### src/rtl/ttp_pkg.sv
package ttp_pkg;

  // Register offsets. The bus decoder and software both rely on these.
  localparam logic [11:0] OFS_CTRL     = 12'h000;
  localparam logic [11:0] OFS_RLD_BASE = 12'h010;
  localparam logic [11:0] OFS_VAL_BASE = 12'h014;
  localparam int          CH_STRIDE    = 8;
  localparam logic [11:0] OFS_CAUSE    = 12'h110;
  localparam logic [11:0] OFS_MASK     = 12'h114;

  // Position of channel 0 in the cause and mask words
  localparam int CAUSE_LSB = 1;

  typedef enum logic [2:0] {
    RS_NONE  = 3'd0,
    RS_CTRL  = 3'd1,
    RS_RLD   = 3'd2,
    RS_VAL   = 3'd3,
    RS_CAUSE = 3'd4,
    RS_MASK  = 3'd5
  } rsel_e;

endpackage

### src/rtl/ttp_decode.sv
module ttp_decode
  import ttp_pkg::*;
#(
  parameter int ADDR_W = 12,
  parameter int NUM_CH = 2,
  localparam int CH_W  = (NUM_CH > 1) ? $clog2(NUM_CH) : 1
) (
  input  logic              bus_req,
  input  logic              bus_wr,
  input  logic [ADDR_W-1:0] bus_addr,
  output logic              ctrl_we,
  output logic [NUM_CH-1:0] rld_we,
  output logic [NUM_CH-1:0] val_we,
  output logic              cause_we,
  output logic              mask_we,
  output logic              rd_en,
  output rsel_e             rsel,
  output logic [CH_W-1:0]   rch
);

  logic wr_en;

  always_comb begin
    rsel = RS_NONE;
    rch  = '0;
    if (bus_addr == ADDR_W'(OFS_CTRL))  rsel = RS_CTRL;
    if (bus_addr == ADDR_W'(OFS_CAUSE)) rsel = RS_CAUSE;
    if (bus_addr == ADDR_W'(OFS_MASK))  rsel = RS_MASK;
    for (int i = 0; i < NUM_CH; i++) begin
      if (bus_addr == ADDR_W'(int'(OFS_RLD_BASE) + CH_STRIDE * i)) begin
        rsel = RS_RLD;
        rch  = CH_W'(i);
      end
      if (bus_addr == ADDR_W'(int'(OFS_VAL_BASE) + CH_STRIDE * i)) begin
        rsel = RS_VAL;
        rch  = CH_W'(i);
      end
    end
  end

  assign wr_en    = bus_req & bus_wr;
  assign rd_en    = bus_req & ~bus_wr;
  assign ctrl_we  = wr_en && (rsel == RS_CTRL);
  assign cause_we = wr_en && (rsel == RS_CAUSE);
  assign mask_we  = wr_en && (rsel == RS_MASK);

  for (genvar g = 0; g < NUM_CH; g++) begin : g_we
    assign rld_we[g] = wr_en && (rsel == RS_RLD) && (rch == CH_W'(g));
    assign val_we[g] = wr_en && (rsel == RS_VAL) && (rch == CH_W'(g));
  end

endmodule

### src/rtl/ttp_channel.sv
module ttp_channel #(
  parameter int CNT_W = 32
) (
  input  logic             clk,
  input  logic             rst,
  input  logic             ctrl_we,
  input  logic             run_wd,
  input  logic             auto_wd,
  input  logic             rld_we,
  input  logic             val_we,
  input  logic [CNT_W-1:0] wdata,
  output logic             run,
  output logic             auto_rld,
  output logic [CNT_W-1:0] count,
  output logic [CNT_W-1:0] reload,
  output logic             expire
);

  // A running counter sitting at zero expires on this edge
  assign expire = run && (count == '0);

  always_ff @(posedge clk) begin
    if (rst) begin
      reload <= '0;
    end else if (rld_we) begin
      reload <= wdata;
    end
  end

  // Count register: a bus write beats reload and decrement
  always_ff @(posedge clk) begin
    if (rst) begin
      count <= '0;
    end else if (val_we) begin
      count <= wdata;
    end else if (expire) begin
      if (auto_rld) count <= reload;
    end else if (run) begin
      count <= count - 1'b1;
    end
  end

  // Control bits: a bus write beats the one-shot self-stop
  always_ff @(posedge clk) begin
    if (rst) begin
      run      <= 1'b0;
      auto_rld <= 1'b0;
    end else if (ctrl_we) begin
      run      <= run_wd;
      auto_rld <= auto_wd;
    end else if (expire && !auto_rld) begin
      run      <= 1'b0;
    end
  end

endmodule

### src/rtl/ttp_intc.sv
module ttp_intc #(
  parameter int NUM_CH = 2
) (
  input  logic              clk,
  input  logic              rst,
  input  logic [NUM_CH-1:0] expire,
  input  logic              cause_we,
  input  logic              mask_we,
  input  logic [NUM_CH-1:0] wbits,
  output logic [NUM_CH-1:0] cause,
  output logic [NUM_CH-1:0] mask,
  output logic              irq
);

  for (genvar g = 0; g < NUM_CH; g++) begin : g_src
    always_ff @(posedge clk) begin
      if (rst) begin
        cause[g] <= 1'b0;
      end else if (expire[g]) begin
        cause[g] <= 1'b1;
      end else if (cause_we && !wbits[g]) begin
        cause[g] <= 1'b0;
      end
    end

    always_ff @(posedge clk) begin
      if (rst) begin
        mask[g] <= 1'b0;
      end else if (mask_we) begin
        mask[g] <= wbits[g];
      end
    end
  end

  always_ff @(posedge clk) begin
    if (rst) irq <= 1'b0;
    else     irq <= |(cause & mask);
  end

endmodule

### src/rtl/tick_timer_pair.sv
module tick_timer_pair
  import ttp_pkg::*;
#(
  parameter int ADDR_W = 12,
  parameter int CNT_W  = 32
) (
  input  logic              clk,
  input  logic              rst,
  input  logic              bus_req,
  input  logic              bus_wr,
  input  logic [ADDR_W-1:0] bus_addr,
  input  logic [CNT_W-1:0]  bus_wdata,
  output logic [CNT_W-1:0]  bus_rdata,
  output logic              irq_o
);

  localparam int NUM_CH = 2;
  localparam int CH_W   = (NUM_CH > 1) ? $clog2(NUM_CH) : 1;

  logic                         ctrl_we, cause_we, mask_we, rd_en;
  logic [NUM_CH-1:0]            rld_we, val_we;
  rsel_e                        rsel;
  logic [CH_W-1:0]              rch;
  logic [NUM_CH-1:0]            ch_run, ch_auto, ch_expire;
  logic [NUM_CH-1:0][CNT_W-1:0] ch_count, ch_reload;
  logic [NUM_CH-1:0]            cause, mask, src_wbits;
  logic [CNT_W-1:0]             ctrl_word, cause_word, mask_word, rd_word;

  ttp_decode #(.ADDR_W(ADDR_W), .NUM_CH(NUM_CH)) u_decode (
    .bus_req (bus_req),
    .bus_wr  (bus_wr),
    .bus_addr(bus_addr),
    .ctrl_we (ctrl_we),
    .rld_we  (rld_we),
    .val_we  (val_we),
    .cause_we(cause_we),
    .mask_we (mask_we),
    .rd_en   (rd_en),
    .rsel    (rsel),
    .rch     (rch)
  );

  for (genvar g = 0; g < NUM_CH; g++) begin : g_ch
    ttp_channel #(.CNT_W(CNT_W)) u_channel (
      .clk     (clk),
      .rst     (rst),
      .ctrl_we (ctrl_we),
      .run_wd  (bus_wdata[2*g]),
      .auto_wd (bus_wdata[2*g+1]),
      .rld_we  (rld_we[g]),
      .val_we  (val_we[g]),
      .wdata   (bus_wdata),
      .run     (ch_run[g]),
      .auto_rld(ch_auto[g]),
      .count   (ch_count[g]),
      .reload  (ch_reload[g]),
      .expire  (ch_expire[g])
    );
    assign src_wbits[g] = bus_wdata[CAUSE_LSB+g];
  end

  ttp_intc #(.NUM_CH(NUM_CH)) u_intc (
    .clk     (clk),
    .rst     (rst),
    .expire  (ch_expire),
    .cause_we(cause_we),
    .mask_we (mask_we),
    .wbits   (src_wbits),
    .cause   (cause),
    .mask    (mask),
    .irq     (irq_o)
  );

  // Pack the status words in their software-visible positions
  always_comb begin
    ctrl_word  = '0;
    cause_word = '0;
    mask_word  = '0;
    for (int i = 0; i < NUM_CH; i++) begin
      ctrl_word[2*i]           = ch_run[i];
      ctrl_word[2*i+1]         = ch_auto[i];
      cause_word[CAUSE_LSB+i]  = cause[i];
      mask_word[CAUSE_LSB+i]   = mask[i];
    end
  end

  always_comb begin
    case (rsel)
      RS_CTRL:  rd_word = ctrl_word;
      RS_RLD:   rd_word = ch_reload[rch];
      RS_VAL:   rd_word = ch_count[rch];
      RS_CAUSE: rd_word = cause_word;
      RS_MASK:  rd_word = mask_word;
      default:  rd_word = '0;
    endcase
  end

  always_ff @(posedge clk) begin
    if (rst)        bus_rdata <= '0;
    else if (rd_en) bus_rdata <= rd_word;
  end

endmodule

### config.mk
export PLATFORM = sky130hd
export DESIGN_NAME = tick_timer_pair
export DESIGN_NICKNAME = d
export VERILOG_FILES = /design/src/rtl/ttp_pkg.sv /design/src/rtl/ttp_decode.sv /design/src/rtl/ttp_channel.sv /design/src/rtl/ttp_intc.sv /design/src/rtl/tick_timer_pair.sv
export SDC_FILE = /design/constraint.sdc
export NUM_CORES = 1
export LEC_CHECK = 0
export BUFFER_PORTS_ARGS = -buffer_cell sky130_fd_sc_hd__buf_4
export CORE_AREA = 2 2 232 143
export CTS_CLUSTER_DIAMETER = 30
export DETAILED_ROUTE_END_ITERATION = 10
export DIE_AREA = 0 0 234 145
export MAX_ROUTING_LAYER = met4
export SLEW_MARGIN = 5
export SYNTH_ARGS = -nofsm -noshare
export SYNTH_HDL_FRONTEND = slang
export SYNTH_SLANG_ARGS = --single-unit
### constraint.sdc
create_clock -name clk -period 3.5 [get_ports clk]
set_input_delay 0.175 -clock clk [delete_from_list [all_inputs] [get_ports clk]]
set_output_delay 0.175 -clock clk [all_outputs]
set_load 0.01 [all_outputs]
== After elaboration in Yosys (flattened, before gate mapping) ==
Index checks and enable logic that the tools add are counted.

* Mux-type cells: 30
* Multiply operators: 0
* Equality and inequality tests: 13
* Reductions and logical operators: 31
* Magnitude comparators: 1
* Div/mod/pow operators: 0
* Bitwise logic cells: 5
* Shifts and indexed selects: 0
* Add/sub/neg operators: 2

{| class="wikitable"
|+ Operators with widths
! kind !! number
|-
| $mux W32 || 12
|-
| $pmux W32 S5 || 1
|-
| $logic_not A32 Y1 || 2
|-
| $sub A32 B1 Y32 const B || 2
|-
| $eq A12 B5 Y1 const B || 4
|-
| $eq A12 B9 Y1 const B || 2
|-
| $mux W3 || 6
|-
| $logic_and A1 B1 Y1 || 15
|-
| $logic_not A12 Y1 || 1
|-
| $mux W1 || 11
|-
| $reduce_bool A2 Y1 || 4
|-
| $eq A3 B2 Y1 const B || 2
|-
| $eq A3 B3 Y1 const B || 2
|-
| $ne A3 B1 Y1 const B || 2
|-
| $reduce_bool A3 Y1 || 2
|-
| $logic_not A1 Y1 || 4
|-
| $reduce_and A2 Y1 || 2
|-
| $eq A3 B1 Y1 const B || 1
|-
| $and A1 B1 Y1 || 2
|-
| $and A2 B2 Y2 || 1
|-
| $lt A1 B2 Y1 const B || 1
|-
| $not A1 Y1 || 2
|-
| $reduce_or A2 Y1 || 1
|}

* Word-level logic and storage cells: 96
* Latch bits: 0
* Output and inout port bits: 33
* Memory bits (read-only): 0
* RAM bits: 0
* Bits of input ports: 48
* Register bits: 169
* Memories kept: 0

== Logic depth before layout (Yosys ltp) ==
* Depth in word-level cells: 13
* Mapped depth: 11
* Mapped depth without buffers: 8

== Cells and area by module ==
Synthesis repeated with hierarchy kept, for this count alone.

* Cell total of the unflattened synthesis: 1073
* Area total of the unflattened synthesis: 9649.3 µm²

{| class="wikitable"
|+ By module, submodules not included
! module !! area an instance (µm²) !! instances !! cells each !! seq. area each (µm²)
|-
| ttp_channel (g_ch[0].u_channel) || 3572.2 || 1 || 412 || 1321.3
|-
| ttp_channel (g_ch[1].u_channel) || 3539.6 || 1 || 413 || 1321.3
|-
| tick_timer_pair || 2110.8 || 1 || 202 || 640.6
|-
| ttp_decode || 257.7 || 1 || 29 || 0.0
|-
| ttp_intc || 168.9 || 1 || 17 || 100.1
|}

== Least setup slack after synthesis ==
No wires, ideal clock.

* Path kind: flip-flop to flip-flop
* Start point: reg g_ch[1].u_channel.count[12]
* End point: reg g_ch[1].u_channel.count[0]
* Path buffers: 3
* Clock period less this slack: 2.707 ns
* Path slack: 0.793 ns
* Data arrival time: 2.575 ns
* Setup time: 0.132 ns
* Stages on the path, launching flop included: 10
* Required time: 3.368 ns
* Cell sequence: dfxtp_1 or4_1 buf_2 or4_4 buf_6 nor4_4 buf_6 a211oi_1 a211oi_1 nor3_1

* Word-level cells in the longest chain between the ends: 4
* Elaborated cells between the ends (all ways): 7
* Those cells by class: 1 x eq/ne; 2 x mux; 4 x reduce/logical

{| class="wikitable"
|+ Ends and longest elaborated chain
! element !! line !! RTL
|-
| from (decl) || ttp_channel.sv:14 || <nowiki>output logic [CNT_W-1:0] count,</nowiki>
|-
| from (signal assigned) || ttp_channel.sv:35 || <nowiki>count <= wdata;</nowiki>
|-
| from (signal assigned) || ttp_channel.sv:37 || <nowiki>if (auto_rld) count <= reload;</nowiki>
|-
| from (signal assigned) || ttp_channel.sv:39 || <nowiki>count <= count - 1'b1;</nowiki>
|-
| $logic_not A32 Y1 * || ttp_channel.sv:20 || <nowiki>assign expire = run && (count == '0);</nowiki>
|-
| $logic_and A1 B1 Y1 * || ttp_channel.sv:20 ||
|-
| $ne A3 B1 Y1 (no source line), or another cell as far along || -- ||
|-
| $reduce_and A2 Y1 (no source line) or $mux W32 (tied branches) || -- ||
|}

Mark *: on every way between the ends. The rest lies on a longest branch, timed or not.
A chain may end at the register's enable or synchronous reset.

== Worst setup path after layout ==
* Start point: reg g_ch[1].u_channel.count[12]
* End point: reg g_ch[1].u_channel.count[14]

* Word-level cells in the longest chain between the ends: 4
* Elaborated cells between the ends (all ways): 9
* Those cells by class: 1 x add/sub; 1 x eq/ne; 3 x mux; 4 x reduce/logical

{| class="wikitable"
|+ Ends and longest elaborated chain
! element !! line !! RTL
|-
| $sub A32 B1 Y32 or $logic_not A32 Y1 (tied branches) || ttp_channel.sv:39, ttp_channel.sv:20 ||
|-
| $mux W32 or $logic_and A1 B1 Y1 (tied branches) || ttp_channel.sv:38, ttp_channel.sv:20 ||
|-
| $mux W32, or another cell as far along || ttp_channel.sv:36 || <nowiki>end else if (expire) begin</nowiki>
|-
| $mux W32 or $reduce_and A2 Y1 (tied branches) || -- ||
|}

Parallel ways exist; a longest one is shown, timed or not. The select of a mux whose other input is x is not followed.

==> impl_metrics.csv <==
group,metric,value,unit
run_status,outcome,"completed",
logic_synthesis,ys_warn_count,0,
place,dp_hpwl,27400,um
flow_run,cap_violations,0,
detailed_routing,via_per_inst,5.83,
global_route,overflow,0,
finish,post-route-util,0.360,
setup_path,startpoint_type,"flop",
finish,nets,1366,
clock_network,cts_root_buf,"clkbuf_16",
clock_network,cts_tree,"done",
clock_network,htreeDepth,4,
place,port_buffers,80,
setup_path,worstPathMaxFanout,8,
floorplanning,ioPinCount,81,
logic_synthesis,avgSynthCellArea,7.64,um2
min_path,min_path_cells,3,
setup_path,timing.rr.end,"g_ch[1].u_channel.count[14]$_SDFFE_PP0P_",
sta,final_hold_viol_count,0,
floorplanning,coreArea,0.0318,mm2
floorplanning,initial_core_util,0.295,
sta,final_max_slew_viol_count,0,
min_path,whs_endpoint,"g_ch[1].u_channel.reload[16]$_SDFFE_PP0P_",
sta,final.period_utilization,0.845,
detailed_routing,postRouteAntennaNets,0,
clock_network,clk_latency,0.46,ns
sta,slew_headroom,0.300,
sta,fin_tns_setup,0,ns
global_route,grt_max_degree,47,
sta,fmaxAchievable,338,MHz
setup_path,cp_cell_sequence,"or4_1 > nor4_4 > nand4_1 > nand2_1 > a22oi_1 > a211oi_1",
setup_path,cp.required,3.87,ns
detailed_routing,vias,10226,
floorplanning,placementRows,51,
detailed_routing,wl_per_cell,21.7,um
place,gp_congestion,1.00,
logic_synthesis,yosys_most_used_dff,"dfxtp_1",
sta,period_needed,2.96,ns
logic_synthesis,synth_cell_type_count,69,
clock_network,clockBufferDepth,2,
finish,final_cell_mix,"259 x nand2_1, 169 x dfxtp_1, 133 x buf_4, 100 x a21oi_1, 90 x nor2_1",
setup_path,endpoint_kind,"flop",
clock_network,cts_buffers,17,
power,powerDensity,355,mW/mm2
logic_synthesis,syn_area,0.00939,mm2
global_route,grtUsageTotal,0.230,
logic_synthesis,seq_area_frac_synth,0.360,
global_route,grt_pass1_vias,9098,
detailed_routing,drc,0,
clock_network,post_cts_resized,0,
setup_path,cp_slowest_stage_delay,0.68,ns
global_route,antenna_found_initial,1,
setup_path,path_buf_inv,0,
sta,finalSetupViolations,0,
setup_path,cp_top_family,"simple AND/OR/NAND/NOR gates",
clock_network,clk_pin_slew_worst_paths,0.08,ns
sta,clock_skew,0.0149,ns
finish,drive_gt1_frac,0.146,
power,static-leakage-power,4.35,nW
min_path,hp-start,"bus_wdata[16]",
setup_path,arrival,3.33,ns
clock_network,numClockSinks,169,
floorplanning,dieArea,0.0339,mm2
global_route,grt_pass1_wl,57400,um
setup_path,rr_startpoint,"g_ch[1].u_channel.count[12]$_SDFFE_PP0P_",
logic_synthesis,synth_edf_count,0,
setup_path,crit_slowest_cell,"or4_1",
sta,rsz0062_at_grt,"no",
logic_synthesis,ys_ff_latch,169,
setup_path,critical_path_class,"flop to flop",
setup_path,reg2reg_slack,0.54,ns
power,ir_drop,0.379,mV
floorplanning,fp.dieW,234,um
sta,tightest_slew,1.05,ns
min_path,hold_class,"input port to flop",
logic_synthesis,async_reset_ff_frac,0,
finish,syn2layout_area_growth,22.2,%
finish,final_common_cell,"nand2_1",
detailed_routing,drtPass1Iterations,6,
floorplanning,chipHeight,145,um
logic_synthesis,syn-instance-count,1229,
logic_synthesis,syn_nets,1279,
setup_path,worst_r2r_path_depth,6,
detailed_routing,drtIter0Drc,1194,
detailed_routing,wl,38100,um
## power breakdown
part / switching [W] / total [W] / internal (W)
logic: 0.000134 / 0.000214 / 0.0000797
registers: 0.000000345 / 0.00192 / 0.00192
clock network: 0.000902 / 0.00194 / 0.00103
total: 0.00104 / 0.00407 / 0.00304
## metal layers
layer  up-vias  track usage  wire length (um)
met3        61       0.0491              3880
met2       573        0.284             14600
met5         -            -                 0
met4         0       0.0816               995
li1       4680            -                 -
met1      4912        0.355             18600
## synthesized netlist by cell type, drive strengths merged (6+ instances only)
cell | n | area [um2]
nand2 | 259 | 972
dfxtp | 169 | 3380
a21oi | 100 | 500
nor2 | 92 | 345
clkbuf | 82 | 308
mux2i | 68 | 681
o21ai | 58 | 290
nor3 | 36 | 185
nand3 | 35 | 175
nor4 | 34 | 255
a211oi | 29 | 223
a32o | 27 | 270
nand4 | 16 | 100
inv | 15 | 56.3
or4 | 15 | 116
and3 | 14 | 87.6
buf | 13 | 76.3
or3 | 13 | 81.3
a31oi | 12 | 75.1
o211ai | 9 | 67.6
o31ai | 8 | 65.1
a311oi | 7 | 61.3
mux2 | 7 | 78.8
a211o | 6 | 52.6
a221oi | 6 | 52.6
a2bb2oi | 6 | 52.6
xnor2 | 6 | 52.6
## worst register-to-register path, cell delays in order (launching register included)
cell,delay (ns)
dfxtp_1,0.36
or4_1,0.68
nor4_4,0.48
nand4_1,0.40
nand2_1,0.54
a22oi_1,0.17
a211oi_1,0.24
## sequential cells by signal, indices dropped and copies added, names as in the netlist
signal                   cells
g_ch.u_channel.run           2
g_ch.u_channel.auto_rld      2
u_intc.mask                  2
u_intc.irq                   1
bus_rdata                   32
g_ch.u_channel.count        64
g_ch.u_channel.reload       64
u_intc.cause                 2
## layout make-up
type / instances / area, um2
multi-input combinational: 950 / 5600
antenna: 1 / 2.50
clock inverter: 13 / 131
tap: 424 / 531
clock buffer: 19 / 453
sequential: 169 / 3380
timing repair buffer: 163 / 1310
inverter: 15 / 56.3
fill: 3323 / 20400
## how the worst max path moves through the flow
stage | from | depth (start not counted) | end | slack [ns]
3_3_place_gp | g_ch[1].u_channel.count[12]$_SDFFE_PP0P_ | 6 | g_ch[1].u_channel.count[31]$_SDFFE_PP0P_ | 0.68
2_1_floorplan | g_ch[1].u_channel.count[12]$_SDFFE_PP0P_ | 9 | g_ch[1].u_channel.count[0]$_SDFFE_PP0P_ | 0.79
5_1_grt | g_ch[1].u_channel.count[0]$_SDFFE_PP0P_ | 10 | g_ch[1].u_channel.count[18]$_SDFFE_PP0P_ | 0.35
3_5_place_dp | g_ch[1].u_channel.count[0]$_SDFFE_PP0P_ | 10 | g_ch[1].u_channel.count[18]$_SDFFE_PP0P_ | 0.63
4_1_cts | g_ch[1].u_channel.count[0]$_SDFFE_PP0P_ | 10 | g_ch[1].u_channel.count[18]$_SDFFE_PP0P_ | 0.60
6_report | g_ch[1].u_channel.count[12]$_SDFFE_PP0P_ | 6 | g_ch[1].u_channel.count[14]$_SDFFE_PP0P_ | 0.54
## kinds of logic (layout without fill, tap and decap cells)
family	count (synthesis)	count (layout)	synth area share
AOI/OAI and AO/OA	323	323	0.232
adders and majority gates	2	2	0.00266
xor gates and xnor gates	9	9	0.00840
DFF	169	169	0.360
buffers and inverters	110	210	0.0469
and+or+nand+nor	541	541	0.269
muxes	75	75	0.0809
other	0	1	0
## repair_timing
item | CTS | global route
setup buffers | 0 | 0
hold endpoints to repair | 56 | 0
hold buffers | 29 | 0
## per-stage QoR
step	hold WS [ns]	instances	area (um2)	power, W	setup WS [ns]
6_report	0.0216	1754	11500	0.00407	0.542
5_1_grt	0.0170	1754	11500	0.00417	0.347
4_1_cts	0.00296	1753	11500	0.00409	0.600
3_5_place_dp	0.445	1692	10600	0.00215	0.629
3_3_place_gp	0.433	1692	10600	0.00215	0.677
2_1_floorplan	0.283	1229	9390	0.00203	0.793
No activity file was read; power rests on OpenSTA's default activity.
